## config.mk

```make
export PLATFORM = sky130hd
export DESIGN_NAME = hw_sem_bank
export DESIGN_NICKNAME = d
export VERILOG_FILES = /design/src/rtl/hsb_pkg.sv /design/src/rtl/hsb_decode.sv /design/src/rtl/hsb_slot.sv /design/src/rtl/hsb_rdmux.sv /design/src/rtl/hw_sem_bank.sv
export SDC_FILE = /design/constraint.sdc
export NUM_CORES = 1
export LEC_CHECK = 0
export ABC_AREA = 1
export ABC_CLOCK_PERIOD_IN_PS = 8050
export CAP_MARGIN = 20
export CORE_ASPECT_RATIO = 1.5
export CORE_MARGIN = 1
export CORE_UTILIZATION = 65
export CTS_CLUSTER_DIAMETER = 80
export DETAILED_ROUTE_END_ITERATION = 16
export DONT_BUFFER_PORTS = 1
export PLACE_DENSITY = 0.81
export SYNTH_ARGS = -nofsm -noshare
export SYNTH_HDL_FRONTEND = slang
export SYNTH_HIERARCHICAL = 1
export SYNTH_SLANG_ARGS = --single-unit
export TNS_END_PERCENT = 20
```

## constraint.sdc

```tcl
create_clock -name clk -period 8.05 [get_ports clk]
set_input_delay 1.61 -clock clk [delete_from_list [all_inputs] [get_ports clk]]
set_output_delay 1.61 -clock clk [all_outputs]
set_load 0.01 [all_outputs]
```

## src/rtl/hsb_pkg.sv

```systemverilog
package hsb_pkg;

  // Class of register an address falls into
  typedef enum logic [1:0] {
    HSB_RGN_NONE = 2'd0,
    HSB_RGN_MODE = 2'd1,
    HSB_RGN_SEM  = 2'd2,
    HSB_RGN_ICLR = 2'd3
  } hsb_region_e;

endpackage

```

## src/rtl/hsb_decode.sv

```systemverilog
module hsb_decode
  import hsb_pkg::*;
#(
  parameter int ADDR_W   = 8,
  parameter int NUM_SEM  = 32,
  parameter int IDX_W    = 5,
  parameter int SEM_BASE = 8,
  parameter int MODE_OFF = 0,
  parameter int ICLR_OFF = 144
) (
  input  logic [ADDR_W-1:0] addr,
  output hsb_region_e       region,
  output logic [IDX_W-1:0]  sem_idx
);

  localparam logic [ADDR_W-1:0] SEM_LO = ADDR_W'(SEM_BASE);
  localparam logic [ADDR_W-1:0] SEM_HI = ADDR_W'(SEM_BASE + 4 * NUM_SEM);
  localparam logic [ADDR_W-1:0] MODE_A = ADDR_W'(MODE_OFF);
  localparam logic [ADDR_W-1:0] ICLR_A = ADDR_W'(ICLR_OFF);

  logic [ADDR_W-1:0] rel_off;

  always_comb begin
    rel_off = addr - SEM_LO;
    sem_idx = IDX_W'(rel_off >> 2);
    if (addr == MODE_A)
      region = HSB_RGN_MODE;
    else if (addr == ICLR_A)
      region = HSB_RGN_ICLR;
    else if ((rel_off[1:0] == 2'b00) && (addr >= SEM_LO) && (addr < SEM_HI))
      region = HSB_RGN_SEM;
    else
      region = HSB_RGN_NONE;
  end

endmodule

```

## src/rtl/hsb_slot.sv

```systemverilog
module hsb_slot #(
  parameter int ID_W = 4
) (
  input  logic            clk,
  input  logic            rst_n,
  input  logic            wr_sel,
  input  logic [ID_W-1:0] wr_id,
  input  logic [ID_W-1:0] req_id,
  input  logic            proto_open,
  output logic [ID_W-1:0] owner
);

  logic [ID_W-1:0] owner_q;
  logic [ID_W-1:0] owner_d;
  logic            owner_en;

  // Next-state: claim only a free slot with a matching ID, release only by owner
  always_comb begin
    owner_d  = owner_q;
    owner_en = 1'b0;
    if (wr_sel && proto_open) begin
      if (wr_id == '0) begin
        if ((owner_q != '0) && (owner_q == req_id)) begin
          owner_d  = '0;
          owner_en = 1'b1;
        end
      end else if ((owner_q == '0) && (wr_id == req_id)) begin
        owner_d  = wr_id;
        owner_en = 1'b1;
      end
    end
  end

  always_ff @(posedge clk or negedge rst_n) begin
    if (!rst_n)
      owner_q <= '0;
    else if (owner_en)
      owner_q <= owner_d;
  end

  assign owner = owner_q;

  assert_free_claim_R3: assert property (@(posedge clk) disable iff (!rst_n)
    (owner_q == '0 && wr_sel && proto_open && wr_id != '0 && wr_id == req_id)
      |=> owner_q == $past(wr_id));

  assert_held_kept_R4: assert property (@(posedge clk) disable iff (!rst_n)
    (owner_q != '0 && wr_sel && wr_id != '0) |=> $stable(owner_q));

  assert_owner_release_R6: assert property (@(posedge clk) disable iff (!rst_n)
    (wr_sel && proto_open && wr_id == '0 && owner_q == req_id) |=> owner_q == '0);

  assert_foreign_release_R6: assert property (@(posedge clk) disable iff (!rst_n)
    (wr_sel && wr_id == '0 && owner_q != req_id) |=> $stable(owner_q));

  assert_mode_frozen_R8: assert property (@(posedge clk) disable iff (!rst_n)
    (!proto_open) |=> $stable(owner_q));

  assert_no_write_stable_R10: assert property (@(posedge clk) disable iff (!rst_n)
    (!wr_sel) |=> $stable(owner_q));

endmodule

```

## src/rtl/hsb_rdmux.sv

```systemverilog
module hsb_rdmux
  import hsb_pkg::*;
#(
  parameter int NUM_SEM = 32,
  parameter int ID_W    = 4,
  parameter int IDX_W   = 5,
  parameter int DATA_W  = 32
) (
  input  hsb_region_e                     region,
  input  logic [IDX_W-1:0]                sem_idx,
  input  logic [NUM_SEM-1:0][ID_W-1:0]    owners,
  input  logic                            mode_bit,
  output logic [DATA_W-1:0]               rd_word
);

  always_comb begin
    rd_word = '0;
    unique case (region)
      HSB_RGN_MODE: rd_word[0] = mode_bit;
      HSB_RGN_SEM:  rd_word[ID_W-1:0] = owners[sem_idx];
      default:      rd_word = '0;
    endcase
  end

endmodule

```

## src/rtl/hw_sem_bank.sv

```systemverilog
module hw_sem_bank
  import hsb_pkg::*;
#(
  parameter int NUM_SEM  = 32,
  parameter int ID_W     = 4,
  parameter int ADDR_W   = 8,
  parameter int DATA_W   = 32,
  parameter int SEM_BASE = 8,
  parameter int MODE_OFF = 0,
  parameter int ICLR_OFF = 144
) (
  input  logic              clk,
  input  logic              rst_n,
  input  logic [ADDR_W-1:0] bus_addr,
  input  logic              bus_wr_en,
  input  logic [DATA_W-1:0] bus_wr_data,
  input  logic              bus_rd_en,
  output logic [DATA_W-1:0] bus_rd_data,
  input  logic [ID_W-1:0]   bus_master
);

  localparam int IDX_W = (NUM_SEM > 1) ? $clog2(NUM_SEM) : 1;

  // Reset: asserted asynchronously, released on the clock
  logic [1:0] rst_sync_q;
  logic       rst_core_n;

  always_ff @(posedge clk or negedge rst_n) begin
    if (!rst_n)
      rst_sync_q <= 2'b00;
    else
      rst_sync_q <= {rst_sync_q[0], 1'b1};
  end
  assign rst_core_n = rst_sync_q[1];

  // Address decode
  hsb_region_e      region;
  logic [IDX_W-1:0] sem_idx;

  hsb_decode #(
    .ADDR_W  (ADDR_W),
    .NUM_SEM (NUM_SEM),
    .IDX_W   (IDX_W),
    .SEM_BASE(SEM_BASE),
    .MODE_OFF(MODE_OFF),
    .ICLR_OFF(ICLR_OFF)
  ) u_decode (
    .addr   (bus_addr),
    .region (region),
    .sem_idx(sem_idx)
  );

  // Mode register
  logic mode_q;
  logic mode_d;
  logic mode_en;

  always_comb begin
    mode_en = bus_wr_en && (region == HSB_RGN_MODE);
    mode_d  = bus_wr_data[0];
  end

  always_ff @(posedge clk or negedge rst_core_n) begin
    if (!rst_core_n)
      mode_q <= 1'b0;
    else if (mode_en)
      mode_q <= mode_d;
  end

  // Semaphore slots
  logic                         sem_wr;
  logic [NUM_SEM-1:0][ID_W-1:0] owners;

  assign sem_wr = bus_wr_en && (region == HSB_RGN_SEM);

  for (genvar g = 0; g < NUM_SEM; g++) begin : g_slot
    logic slot_sel;
    assign slot_sel = sem_wr && (sem_idx == IDX_W'(g));
    hsb_slot #(
      .ID_W(ID_W)
    ) u_slot (
      .clk       (clk),
      .rst_n     (rst_core_n),
      .wr_sel    (slot_sel),
      .wr_id     (bus_wr_data[ID_W-1:0]),
      .req_id    (bus_master),
      .proto_open(!mode_q),
      .owner     (owners[g])
    );
  end

  // Interrupt-clear writes are decoded and absorbed; no flag state is kept
  logic unused_wdata;
  assign unused_wdata = ^bus_wr_data[DATA_W-1:ID_W];

  // Read path
  logic [DATA_W-1:0] rd_word;
  logic [DATA_W-1:0] rd_q;
  logic [DATA_W-1:0] rd_d;

  hsb_rdmux #(
    .NUM_SEM(NUM_SEM),
    .ID_W   (ID_W),
    .IDX_W  (IDX_W),
    .DATA_W (DATA_W)
  ) u_rdmux (
    .region  (region),
    .sem_idx (sem_idx),
    .owners  (owners),
    .mode_bit(mode_q),
    .rd_word (rd_word)
  );

  always_comb begin
    rd_d = bus_rd_en ? rd_word : '0;
  end

  always_ff @(posedge clk or negedge rst_core_n) begin
    if (!rst_core_n)
      rd_q <= '0;
    else
      rd_q <= rd_d;
  end

  assign bus_rd_data = rd_q;

  assert_mode_store_R8: assert property (@(posedge clk) disable iff (!rst_core_n)
    (bus_wr_en && region == HSB_RGN_MODE) |=> mode_q == $past(bus_wr_data[0]));

  assert_mode_hold_R9: assert property (@(posedge clk) disable iff (!rst_core_n)
    (!(bus_wr_en && region == HSB_RGN_MODE)) |=> $stable(mode_q));

  assert_unmapped_zero_R10: assert property (@(posedge clk) disable iff (!rst_core_n)
    (bus_rd_en && (region == HSB_RGN_NONE || region == HSB_RGN_ICLR)) |=> bus_rd_data == '0);

  assert_idle_zero_R11: assert property (@(posedge clk) disable iff (!rst_core_n)
    (!bus_rd_en) |=> bus_rd_data == '0);

endmodule

```

Word level (Yosys, flattened, before mapping) --
Index checks and enable logic that the tools add are counted. W data, S select, Z words.
Storage, ports and cells: register bits 163, latch bits 0, RAM bits 0, ROM bits 0, input bits 48, output and inout bits 32, logic and storage cells 635, memories kept 0
Cells by class: add/subtract/negate cells 1, $mul 0, divide/modulo/power cells 0, order comparisons 3, equality and inequality tests 99, shift-type cells 0, mux-type cells 232, bitwise gates (word level) 0, reduce and logical (&&, ||, !) cells 265
Operator list (count):
- $mux W4 | 98
- $eq A4 B4 Y1 | 33
- $logic_and A1 B1 Y1 | 132
- $logic_not A4 Y1 | 33
- $mux W1 | 128
- $reduce_and A4 Y1 | 32
- $reduce_bool A4 Y1 | 32
- $eq A5 B5 Y1 const B | 16
- $reduce_bool A2 Y1 | 32
- $ne A2 B1 Y1 const B | 31
- $eq A5 B4 Y1 const B | 8
- $bmux W4 S5 | 1
- $eq A5 B3 Y1 const B | 4
- $eq A5 B2 Y1 const B | 2
- $eq A8 B8 Y1 const B | 1
- $ge A8 B4 Y1 const B | 1
- $logic_not A8 Y1 | 1
- $lt A8 B8 Y1 const B | 1
- $sub A7 B4 Y7 const B | 1
- $lt A5 B6 Y1 const B | 1
- $mux W2 | 3
- $eq A5 B1 Y1 const B | 1
- $logic_not A5 Y1 | 1
- $mux W3 | 1
- 6 further kinds | 6

Logic depth before layout (Yosys ltp) --
Gate-level depths: netlist (run 1).
depth after elaboration 13, mapped depth 15, depth with buffers taken out 14

Modules after synthesis --
The synthesis (run 1) kept the hierarchy.
By module, submodules not included:
- hsb_slot | instances 32, cells each 72, area each 374.1 um^2, sequential area each 100.1 um^2
- hsb_rdmux | instances 1, cells each 312, area each 1575.3 um^2, sequential area each 0.0 um^2
- hw_sem_bank | instances 1, cells each 178, area each 1442.6 um^2, sequential area each 875.8 um^2
- hsb_decode | instances 1, cells each 25, area each 141.4 um^2, sequential area each 0.0 um^2

Least setup slack after synthesis (run 1) --
Ideal clock, no wire load.
path type input to register, start input port bus_addr[3], end register rd_q[2], in the netlist bus_rd_data[2], library setup time 0.063 ns, arrival 3.082 ns, slack 4.905 ns, cell stages on the path 12, cell sequence inv_1 > ha_1 > xor2_1 > buf_2 > inv_1 > a21oi_1 > o31ai_1 > nand3_1 > nand2_1 > nor2_1 > nand2_1 > inv_1
On the way: elaborated cells on any way between the ends 15
RTL lines:
- from (decl) | line hw_sem_bank.sv:14 | input logic [ADDR_W-1:0] bus_addr,
- $sub A7 B4 Y7 | line hsb_decode.sv:24 | rel_off = addr - SEM_LO;
- via sem_idx[3] | line hw_sem_bank.sv:38 | logic [IDX_W-1:0] sem_idx;
- $bmux W4 S5 | line hsb_rdmux.sv:20 | HSB_RGN_SEM: rd_word[ID_W-1:0] = owners[sem_idx];
- $mux W4 (not written as such) | line hsb_rdmux.sv:20
- $mux W3 | line hsb_rdmux.sv:18 | unique case (region)
- via rd_word[2] | line hw_sem_bank.sv:97 | logic [DATA_W-1:0] rd_word;
- $mux W4 | line hw_sem_bank.sv:115 | rd_d = bus_rd_en ? rd_word : '0;
- via rd_d[2] | line hw_sem_bank.sv:99 | logic [DATA_W-1:0] rd_d;
- to (signal assigned) | line hw_sem_bank.sv:122 | rd_q <= rd_d;
- to (decl) | line hw_sem_bank.sv:98 | logic [DATA_W-1:0] rd_q;
The timed path passes the listed nets, and every way through them passes these cells. The select of a mux whose other input is x is not followed. A chain may end at the register's enable or synchronous reset.

Worst setup path in the final report (run 1) --
start input port bus_addr[3], end register rd_q[1], in the netlist bus_rd_data[1]
Same word-level chain as after synthesis.

==> impl_metrics.py, run 1 <==
metrics = {
    "cts": {
        "tritoncts": "done",
        "clk_pin_slew_ps": 70,
        "cts_resized": 0,
        "cts_buffer_depth": 2,
        "clock_sink_count": 163,
        "cts_setup_buffers": 0,
        "cts_hold_buffers": 0,
        "cts_buffers": 17,
        "clockRootBuffer": "clkbuf_16",
        "clock_latency_ps": 440,
        "cts_max_level": 4,
    },
    "synthesis": {
        "synthMuxAreaShare_pct": 0,
        "synthAdderAreaFrac_pct": 0.248,
        "synth_top_cells_by_area": "nand2_1, dfrtp_1, inv_1",
        "synth_compound_area_share_pct": 2.37,
        "mappedNetlistArea_um2": 15100,
        "synth_most_common_cell": "nand2_1",
        "synthDominantCellAreaShare_pct": 32.4,
        "synth_flop_cell": "dfrtp_1",
        "seq_area_frac_synth_pct": 27.0,
        "synth-seq-cells": 163,
        "synth-xor-area-share_pct": 0.0579,
        "ys_types": 28,
        "async_flop_share_pct": 100,
        "synthSimpleGateAreaFrac_pct": 54.0,
        "postSynthCellCount": 2819,
        "yosysWarnings": 6,
        "synth_top_area_cell": "nand2_1",
        "synth_edf_count": 0,
        "synth_top_family_by_area": "simple AND/OR/NAND/NOR gates",
        "synth_top_cells_by_count": "nand2_1, inv_1, nor2_1, nand3_1, dfrtp_1",
        "synth_area_per_cell_um2": 5.37,
    },
    "cells_and_area": {
        "antennaDiodeCount": 0,
        "n_fill_cell": 2170,
        "drive_gt1_share_pct": 5.10,
        "ff_latch_area_um2": 4080,
        "multi_input_area_um2": 8680,
        "final_nets": 2861,
        "area_growth_pct": 4.46,
    },
    "setup_path": {
        "cp_max_fo": 47,
        "r2r-start": "rst_sync_q[1]",
        "crit_path_max_incr_delay_ps": 510,
        "required_ps": 8430,
        "crit_start": "bus_addr[3]",
        "cp_common_cell": "inv_1",
        "reg2reg_depth": 2,
        "worst_path_max_delay_cell": "inv_1",
        "crit_chain": "inv_1, buf_4, ha_1, inv_1, inv_1, o211ai_1, nand3_1, nand2_1, nor2_1, nor2_1, nand2_1, inv_1",
        "cp_top_family": "buffers and inverters",
        "worst-path-buf-inv": 5,
        "critPathCaptureType": "register",
        "critPathKind": "input pin to register",
        "crit_path_start_kind": "input pin",
        "cp_num_cells": 12,
        "critical_path_arrival_ps": 4420,
    },
    "placed_design": {
        "port_buffers": 0,
        "gp_congestion": 0.936,
        "dp_hpwl_mm": 24.6,
    },
    "route": {
        "drt-initial-drc-count": 1196,
        "via_per_inst": 5.21,
        "wl_mm": 40.7,
        "drc": 0,
        "wl_per_cell_um": 13.1,
        "drtPass1Iterations": 7,
        "vias": 16158,
        "postRouteAntennaNets": 0,
    },
    "die": {
        "die_w_um": 127,
        "fp.dieArea_um2": 23900,
        "coreArea_um2": 22900,
        "num_rows": 68,
        "die_h_um": 189,
        "ios": 80,
        "initial_core_util_pct": 66.1,
    },
    "pwr": {
        "p_comb_share_pct": 15.2,
        "switching_share_pct": 28.4,
        "powerDensity_nw_per_um2": 127,
        "p_clk_share_pct": 42.2,
        "netSwitchingPower_uw": 570,
        "seqPwrFrac_pct": 42.5,
        "p_leak_uw": 0.0106,
        "vdd_drop_max_mv": 0.118,
        "cellInternalPower_uw": 1440,
    },
    "sta": {
        "finalClockSkew_ps": 7.70,
        "drv_slew": 0,
        "finalSetupViolCount": 0,
        "slew_headroom_pct": 34.0,
        "rsz0062_at_grt": "false",
        "final.setup.tns_ps": 0,
        "hold_viol": 0,
        "min_period_over_period_pct": 50.1,
        "layout_min_cycle_time_ps": 4030,
        "fmax_mhz": 248,
        "tightest_slew_ps": 987,
        "hold-worst-slack_ps": 340,
    },
    "global_route": {
        "antenna_found_initial": 0,
        "grt-ovfl-total": 0,
        "grt_pass1_wl_mm": 67.7,
        "grt_max_degree": 130,
        "grt_pass1_vias": 14828,
        "grt_util_all_layers_pct": 35.0,
    },
    "worst_hold_path": {
        "hp-class": "register to async pin",
    },
    "run": {
        "drv_cap": 0,
    },
    "outcome": {
        "outcome": "finished, final reports clean",
    },
}
## cell families (layout without fill, tap and decap cells)
logic type                 count (synthesis)  in the layout
DFF                                      163            163
other                                      2             29
adders and majority gates                  3              3
xor gates and xnor gates                   1              1
buffers and inverters                    591            568
AOI/OAI and AO/OA                         61             61
and+or+nand+nor                         1998           1998
## placed cells by master (no fill, tap or decap), drive strengths merged
| master | netlist | routed |
|---|---|---|
| o221ai | 6 | 6 |
| o21ai | 30 | 30 |
| bufinv | 0 | 3 |
| inv | 501 | 502 |
| clkinvlp | 0 | 1 |
| a21oi | 13 | 13 |
| nand3 | 242 | 242 |
| nor2 | 379 | 379 |
| xor2 | 1 | 1 |
| o211ai | 6 | 6 |
| buf | 53 | 3 |
| clkbuf | 5 | 21 |
| o31ai | 6 | 6 |
| nor3 | 1 | 1 |
| dfrtp | 163 | 163 |
| clkinv | 32 | 38 |
| ha | 3 | 3 |
| nand4 | 1 | 1 |
| nand2 | 1375 | 1375 |
| conb | 2 | 29 |
## registers in the layout, summed over array words and instances, names as in the netlist
| name | count |
|---|---|
| bus_rd_data | 32 |
| rst_sync_q | 2 |
| mode_q | 1 |
| g_slot.u_slot/owner | 128 |
## worst reg2reg max path, stage by stage, from the launching register on
cell and delay, ps:
dfrtp_4 820, buf_16 320, buf_4 840
## routing by layer
layer / global-route usage (%) / wire, um / vias up
met5: 0 / 0 / -
met3: 5.54 / 2570 / 102
li1: - / - / 8198
met4: 19.7 / 1830 / 0
met2: 62.3 / 20100 / 514
met1: 39.7 / 16300 / 7344
## metrics by stage
step	util (%)	power (uW)	worst slack [ps]	instance area (um2)	std cells
after floorplan	-	1130	3170	15200	2846
after global placement	66.3	1160	3730	15200	3070
after detailed placement	66.4	1170	3700	15200	3071
after CTS	69.1	2010	4160	15800	3103
after global routing	69.1	2100	3860	15800	3103
final	69.1	2010	4020	15800	3103
## worst paths after layout
kind / end / slack, ps
worst max-delay path: bus_rd_data[1] / 4020
worst min-delay path: bus_rd_data[28] / 340
worst max register to register: g_slot[11].u_slot/owner[2] / 6030
worst min register to register: bus_rd_data[28] / 340
max in group asynchronous: g_slot[11].u_slot/owner[2] / 6030
min in group clk: rst_sync_q[1] / 380
## power groups by stage
stage               logic, uW  registers [uW]  clock network [uW]
floorplan                 263             872                   0
global placement          286             873                   0
detailed placement        300             869                   0
CTS                       302             854                 859
global route              354             856                 888
finish                    306             854                 848
## layout make-up
cell class / instances / area share (%)
clock buffers: 21 / 2.85
clock inverters: 11 / 0.974
inverters: 533 / 13.0
multi-input cells: 2092 / 54.9
flip-flops and latches: 163 / 25.8
well taps: 280 / 2.22
repair buffers: 3 / 0.269
Note: power is estimated with default switching activity, not from simulation.
==> run 2: changes to the inputs <==
--- a/config.mk
+++ b/config.mk
@@ -6,15 +6,15 @@
 export NUM_CORES = 1
 export LEC_CHECK = 0
 export ABC_AREA = 1
-export ABC_CLOCK_PERIOD_IN_PS = 8050
+export ABC_CLOCK_PERIOD_IN_PS = 3700
 export CAP_MARGIN = 20
 export CORE_ASPECT_RATIO = 1.5
 export CORE_MARGIN = 1
-export CORE_UTILIZATION = 65
+export CORE_UTILIZATION = 60
 export CTS_CLUSTER_DIAMETER = 80
 export DETAILED_ROUTE_END_ITERATION = 16
 export DONT_BUFFER_PORTS = 1
-export PLACE_DENSITY = 0.81
+export PLACE_DENSITY = 0.79
 export SYNTH_ARGS = -nofsm -noshare
 export SYNTH_HDL_FRONTEND = slang
 export SYNTH_HIERARCHICAL = 1
==> constraint.sdc (replaced) <==
create_clock -name clk -period 3.7 [get_ports clk]
set_input_delay 0.74 -clock clk [delete_from_list [all_inputs] [get_ports clk]]
set_output_delay 0.74 -clock clk [all_outputs]
set_load 0.01 [all_outputs]
==> run 2 against run 1 <==
  * Worst hold slack gained 9.8 ps
  * Global-route usage shrank 2.9 points
  * Worst setup slack lost 2900 ps
  * Critical path depth is the same
  * Die area grew 8.2%
  * Final cell count grew 1.5%
  * Sequential power grew 120%
  * Register-to-register slack lost 4200 ps
  * Utilization shrank 4.4 points
  * Count of clock-buffer cells in the layout is the same
  * Largest cell class unchanged
  * Highest routed layer unchanged
==> impl_metrics.py, run 2 (same netlist as run 1, synthesis figures left out) <==
metrics = {
    "placed_design": {
        "port_buffers": 0,
        "pre_cts_ws_ps": 782,
        "gp_congestion": 0.857,
        "dp_hpwl_mm": 24.7,
    },
    "die": {
        "die_h_um": 196,
        "die_w_um": 132,
        "num_rows": 70,
        "initial_core_util_pct": 61.5,
        "fp.dieArea_um2": 25900,
        "ios": 80,
        "coreArea_um2": 24600,
    },
    "pwr": {
        "p_leak_uw": 0.0106,
        "p_clk_share_pct": 43.1,
        "switching_share_pct": 27.8,
        "p_comb_share_pct": 15.1,
        "netSwitchingPower_uw": 1240,
        "seqPwrFrac_pct": 41.8,
        "vdd_drop_max_mv": 0.302,
        "cellInternalPower_uw": 3220,
        "powerDensity_nw_per_um2": 280,
    },
    "cells_and_area": {
        "largest_reg_flops": 128,
        "mostFrequentLayoutCell": "nand2_1",
        "antennaDiodeCount": 0,
        "area_growth_pct": 5.16,
        "drive_gt1_share_pct": 5.20,
        "final_nets": 2864,
        "final_cell_mix": "nand2_1, inv_1, nor2_1, nand3_1, dfrtp_1",
    },
    "cts": {
        "cts_resized": 0,
        "clk_pin_slew_ps": 60,
        "clockRootBuffer": "clkbuf_16",
        "cts_buffer_depth": 2,
        "tritoncts": "done",
        "cts_buffers": 17,
        "cts_max_level": 4,
        "clock_latency_ps": 440,
        "cts_setup_buffers": 0,
        "cts_hold_buffers": 1,
        "clock_sink_count": 163,
    },
    "sta": {
        "fmax_mhz": 385,
        "hold-worst-slack_ps": 350,
        "rsz0062_at_grt": "false",
        "hold_viol": 0,
        "finalClockSkew_ps": 7.92,
        "min_period_over_period_pct": 70.2,
        "setup_slack_ps": 1100,
        "layout_min_cycle_time_ps": 2600,
        "slew_headroom_pct": 32.6,
        "drv_slew": 0,
        "finalSetupViolCount": 0,
        "tightest_slew_ps": 1010,
        "final.setup.tns_ps": 0,
    },
    "route": {
        "vias": 16138,
        "via_per_inst": 5.12,
        "drtPass1Iterations": 7,
        "drc": 0,
        "wl_per_cell_um": 12.8,
        "drt-initial-drc-count": 1277,
        "postRouteAntennaNets": 0,
        "wl_mm": 40.4,
    },
    "setup_path": {
        "cp_max_fo": 20,
        "r2r-start": "mode_q",
        "crit_chain": "inv_1, ha_1, inv_1, buf_4, inv_1, o221ai_1, nand3_1, nand2_1, nor2_1, nor2_1, nand2_1, inv_1",
        "crit_path_max_incr_delay_ps": 580,
        "cp_common_cell": "inv_1",
        "critical_path_arrival_ps": 2920,
        "worst-path-buf-inv": 5,
        "crit_start": "bus_addr[3]",
        "worst_path_max_delay_cell": "inv_1",
        "cp_top_family": "buffers and inverters",
        "critPathCaptureType": "register",
        "critPathKind": "input pin to register",
        "crit_path_start_kind": "input pin",
        "required_ps": 4020,
    },
    "worst_hold_path": {
        "hp-start": "rst_sync_q[0]",
        "hp-class": "register to register",
    },
    "outcome": {
        "outcome": "finished, final reports clean",
    },
    "global_route": {
        "grt-ovfl-total": 0,
        "grt_util_all_layers_pct": 32.1,
        "antenna_found_initial": 0,
        "grt_pass1_vias": 14991,
        "grt_max_degree": 130,
        "grt_pass1_wl_mm": 68.0,
    },
    "run": {
        "drv_cap": 0,
    },
}
==> run 2: layout make-up <==
cell class	count	area (um2)
Clock buffer	21	460
Multi-Input combinational cell	2092	8680
Sequential cell	163	4080
Tap cell	324	405
Fill cell	2410	8700
Inverter	533	2050
Timing Repair Buffer	6	60.1
Clock inverter	11	178
==> run 2: power by group through the flow <==
stage / Combinational, uW / Sequential, uW / Clock [uW]
2_1_floorplan: 572 / 1900 / 0
3_3_place_gp: 639 / 1890 / 0
3_5_place_dp: 657 / 1890 / 0
4_1_cts: 663 / 1860 / 1930
5_1_grt: 777 / 1870 / 2020
6_report: 673 / 1860 / 1920
==> run 2: worst paths after layout <==
kind	depth (start not counted)	endpoint	slack [ps]
worst max-delay path	12	bus_rd_data[2]	1100
worst min-delay path	0	rst_sync_q[1]	350
min in group asynchronous	0	bus_rd_data[11]	400
worst min register to register	0	rst_sync_q[1]	350
worst max register to register	6	g_slot[8].u_slot/owner[2]	1830
max in group asynchronous	1	g_slot[2].u_slot/owner[2]	2380
==> run 2: per-stage QoR <==
stage	area, um2	power [uW]	util [%]	instances
after floorplan	15200	2470	-	2846
after global placement	15300	2530	62.0	3117
after detailed placement	15300	2550	62.0	3117
after CTS	15900	4460	64.7	3150
after global routing	15900	4660	64.7	3150
final	15900	4450	64.7	3150
==> run 2: per-layer routing <==
layer  vias up  track usage [%]  routed length [um]
li1       8208                -                   -
met1      7347             36.6               16400
met2       502             59.0               20400
met3        81             4.06                2340
met4         0             15.5                1310
met5         -                0                   0
==> run 3: changes to the inputs <==
--- a/config.mk
+++ b/config.mk
@@ -6,15 +6,15 @@
 export NUM_CORES = 1
 export LEC_CHECK = 0
 export ABC_AREA = 1
-export ABC_CLOCK_PERIOD_IN_PS = 3700
+export ABC_CLOCK_PERIOD_IN_PS = 2450
 export CAP_MARGIN = 20
 export CORE_ASPECT_RATIO = 1.5
 export CORE_MARGIN = 1
-export CORE_UTILIZATION = 60
+export CORE_UTILIZATION = 65
 export CTS_CLUSTER_DIAMETER = 80
 export DETAILED_ROUTE_END_ITERATION = 16
 export DONT_BUFFER_PORTS = 1
-export PLACE_DENSITY = 0.79
+export PLACE_DENSITY = 0.81
 export SYNTH_ARGS = -nofsm -noshare
 export SYNTH_HDL_FRONTEND = slang
 export SYNTH_HIERARCHICAL = 1
==> constraint.sdc (replaced) <==
create_clock -name clk -period 2.45 [get_ports clk]
set_input_delay 0.49 -clock clk [delete_from_list [all_inputs] [get_ports clk]]
set_output_delay 0.49 -clock clk [all_outputs]
set_load 0.01 [all_outputs]
==> run 3 against run 2 <==
  * Sequential share of layout area is essentially flat
  * Cell area up 0.10%
  * First-iteration DRC count down 15%
  * Flip-flop and latch count stayed put
  * Utilization rose by 4.9 points
  * Combinational power up 55%
  * Count of clock-buffer cells in the layout is 1 higher
  * Sequential power grew 51%
==> impl_metrics.py, run 3 (same netlist as run 1, synthesis figures left out) <==
metrics = {
    "cts": {
        "clock_sink_count": 163,
        "cts_buffers": 17,
        "tritoncts": "done",
        "cts_max_level": 4,
        "cts_buffer_depth": 2,
        "clockRootBuffer": "clkbuf_16",
        "cts_setup_buffers": 0,
        "clock_latency_ps": 440,
        "clk_pin_slew_ps": 60,
    },
    "cells_and_area": {
        "area_growth_pct": 5.27,
        "post-route-util_pct": 69.6,
        "final_design_area_no_fill_um2": 15900,
        "drive_gt1_share_pct": 5.57,
        "mostFrequentLayoutCell": "nand2_1",
        "largest_reg_flops": 128,
        "final_cell_mix": "nand2_1, inv_1, nor2_1, nand3_1, dfrtp_1",
        "final_nets": 2873,
        "n_fill_cell": 2115,
        "antennaDiodeCount": 0,
    },
    "global_route": {
        "grt_util_all_layers_pct": 34.7,
        "grt_use_met3_pct": 5.06,
        "grt_pass1_wl_mm": 67.0,
        "global_route.usage.met1_pct": 39.5,
        "grt_pass1_vias": 14904,
        "grtUsageMet2_pct": 62.0,
        "antenna_found_initial": 0,
        "busiest_layer": "met2",
        "grt_max_degree": 130,
        "grt-ovfl-total": 0,
    },
    "sta": {
        "finalSetupViolCount": 0,
        "finalClockSkew_ps": 6.87,
        "rsz0062_at_grt": "false",
        "slew_headroom_pct": 55.3,
        "hold_viol": 0,
        "final.setup.tns_ps": 0,
        "drv_slew": 0,
        "tightest_slew_ps": 670,
        "min_period_over_period_pct": 80.1,
        "fmax_mhz": 509,
        "layout_min_cycle_time_ps": 1960,
    },
    "setup_path": {
        "cp_common_cell": "inv_1",
        "crit_chain": "inv_1, ha_1, inv_1, inv_1, o221ai_1, buf_4, nand3_1, nand2_1, nor2_1, nor2_1, nand2_1, inv_1",
        "critical_path_arrival_ps": 2310,
        "required_ps": 2790,
        "crit_path_start_kind": "input pin",
        "critPathKind": "input pin to register",
        "reg2reg_depth": 10,
        "worst_path_max_delay_cell": "inv_1",
        "r2r-end": "bus_rd_data[3]",
        "r2r-start": "g_slot[17].u_slot/owner[3]",
        "cp_max_fo": 20,
        "r2r_setup_slack_ps": 830,
        "critPathCaptureType": "register",
        "crit_path_max_incr_delay_ps": 500,
    },
    "pwr": {
        "vdd_drop_max_mv": 0.482,
        "powerDensity_nw_per_um2": 409,
        "finalPower_uw": 6520,
        "p_leak_uw": 0.0107,
    },
    "die": {
        "num_rows": 68,
        "die_h_um": 189,
        "fp.dieArea_um2": 23900,
        "initial_core_util_pct": 66.1,
        "coreArea_um2": 22900,
        "die_w_um": 127,
        "ios": 80,
    },
    "route": {
        "drtPass1Iterations": 8,
        "postRouteAntennaNets": 0,
        "drc": 0,
        "vias": 16115,
        "wl_per_cell_um": 13.0,
        "wl_mm": 40.5,
        "via_per_inst": 5.17,
        "drt-initial-drc-count": 1090,
    },
    "worst_hold_path": {
        "hold_end": "bus_rd_data[1]",
        "hold_depth": 2,
        "hp-start": "bus_rd_en",
        "hp-class": "input pin to register",
    },
    "placed_design": {
        "gp_congestion": 0.897,
        "port_buffers": 0,
        "dp_hpwl_mm": 25.3,
        "place_area_um2": 15300,
    },
    "outcome": {
        "outcome": "finished, final reports clean",
    },
    "run": {
        "drv_cap": 0,
    },
}
-- run 3: changes by cell type in the layout (fill, tap and decap cells not counted), sizes merged --
cell	change
clkinv	+1
inv	+1
clkbuf	+1
bufinv	-3
buf	+9
-- run 3: how the worst max path moves through the flow --
stage | to | start | cells after the start
after floorplan | bus_rd_data[2] | bus_addr[3] | 12
after global placement | bus_rd_data[3] | bus_addr[3] | 12
after detailed placement | bus_rd_data[3] | bus_addr[3] | 12
after CTS | bus_rd_data[3] | bus_addr[3] | 12
after global routing | g_slot[20].u_slot/owner[3] | bus_addr[3] | 15
final | bus_rd_data[3] | bus_addr[3] | 12
-- run 3: through the flow --
stage | setup WS, ps | hold slack (ps) | instances
3_3_place_gp | 127 | 194 | 3082
6_report | 486 | 149 | 3115
4_1_cts | 560 | 136 | 3115
3_5_place_dp | 93.7 | 194 | 3082
5_1_grt | 366 | 148 | 3115
2_1_floorplan | 425 | 194 | 2846
-- run 3: critical path: cells and delay by family --
kind	cells	cell delay, ps
buffers and inverters	5	860
adders and majority gates	1	280
and+or+nand+nor	5	380
AOI/OAI and AO/OA	1	280
-- run 3: final cells by class --
cell class                 instances  area (um2)  area share [%]
clock buffer                      22         494            3.10
tap                              280         350            2.20
inverter                         533        2050            12.9
clock inverter                    10        97.6           0.613
multi-input combinational       2092        8680            54.5
timing repair buffer              15         178            1.12
sequential                       163        4080            25.6
-- run 3: where the power goes --
part           leakage, uW  total [uW]  switching (uW)  internal (uW)
logic              0.00815        1040             672            373
registers          0.00224        2800            62.8           2740
clock network     0.000285        2670            1130           1540
-- run 3: what timing repair did --
action | 4_1_cts | 5_1_grt
gates resized for setup | 0 | 0
hold buffers | 1 | 0
endpoints found under the hold margin | 2 | 0
-- run 3: layer usage --
metal  wire length, um  vias to the layer above
met3              2310                       93
met2             19800                      501
met1             16600                     7293
met4              1780                        0
met5                 0                        -
li1                  -                     8228
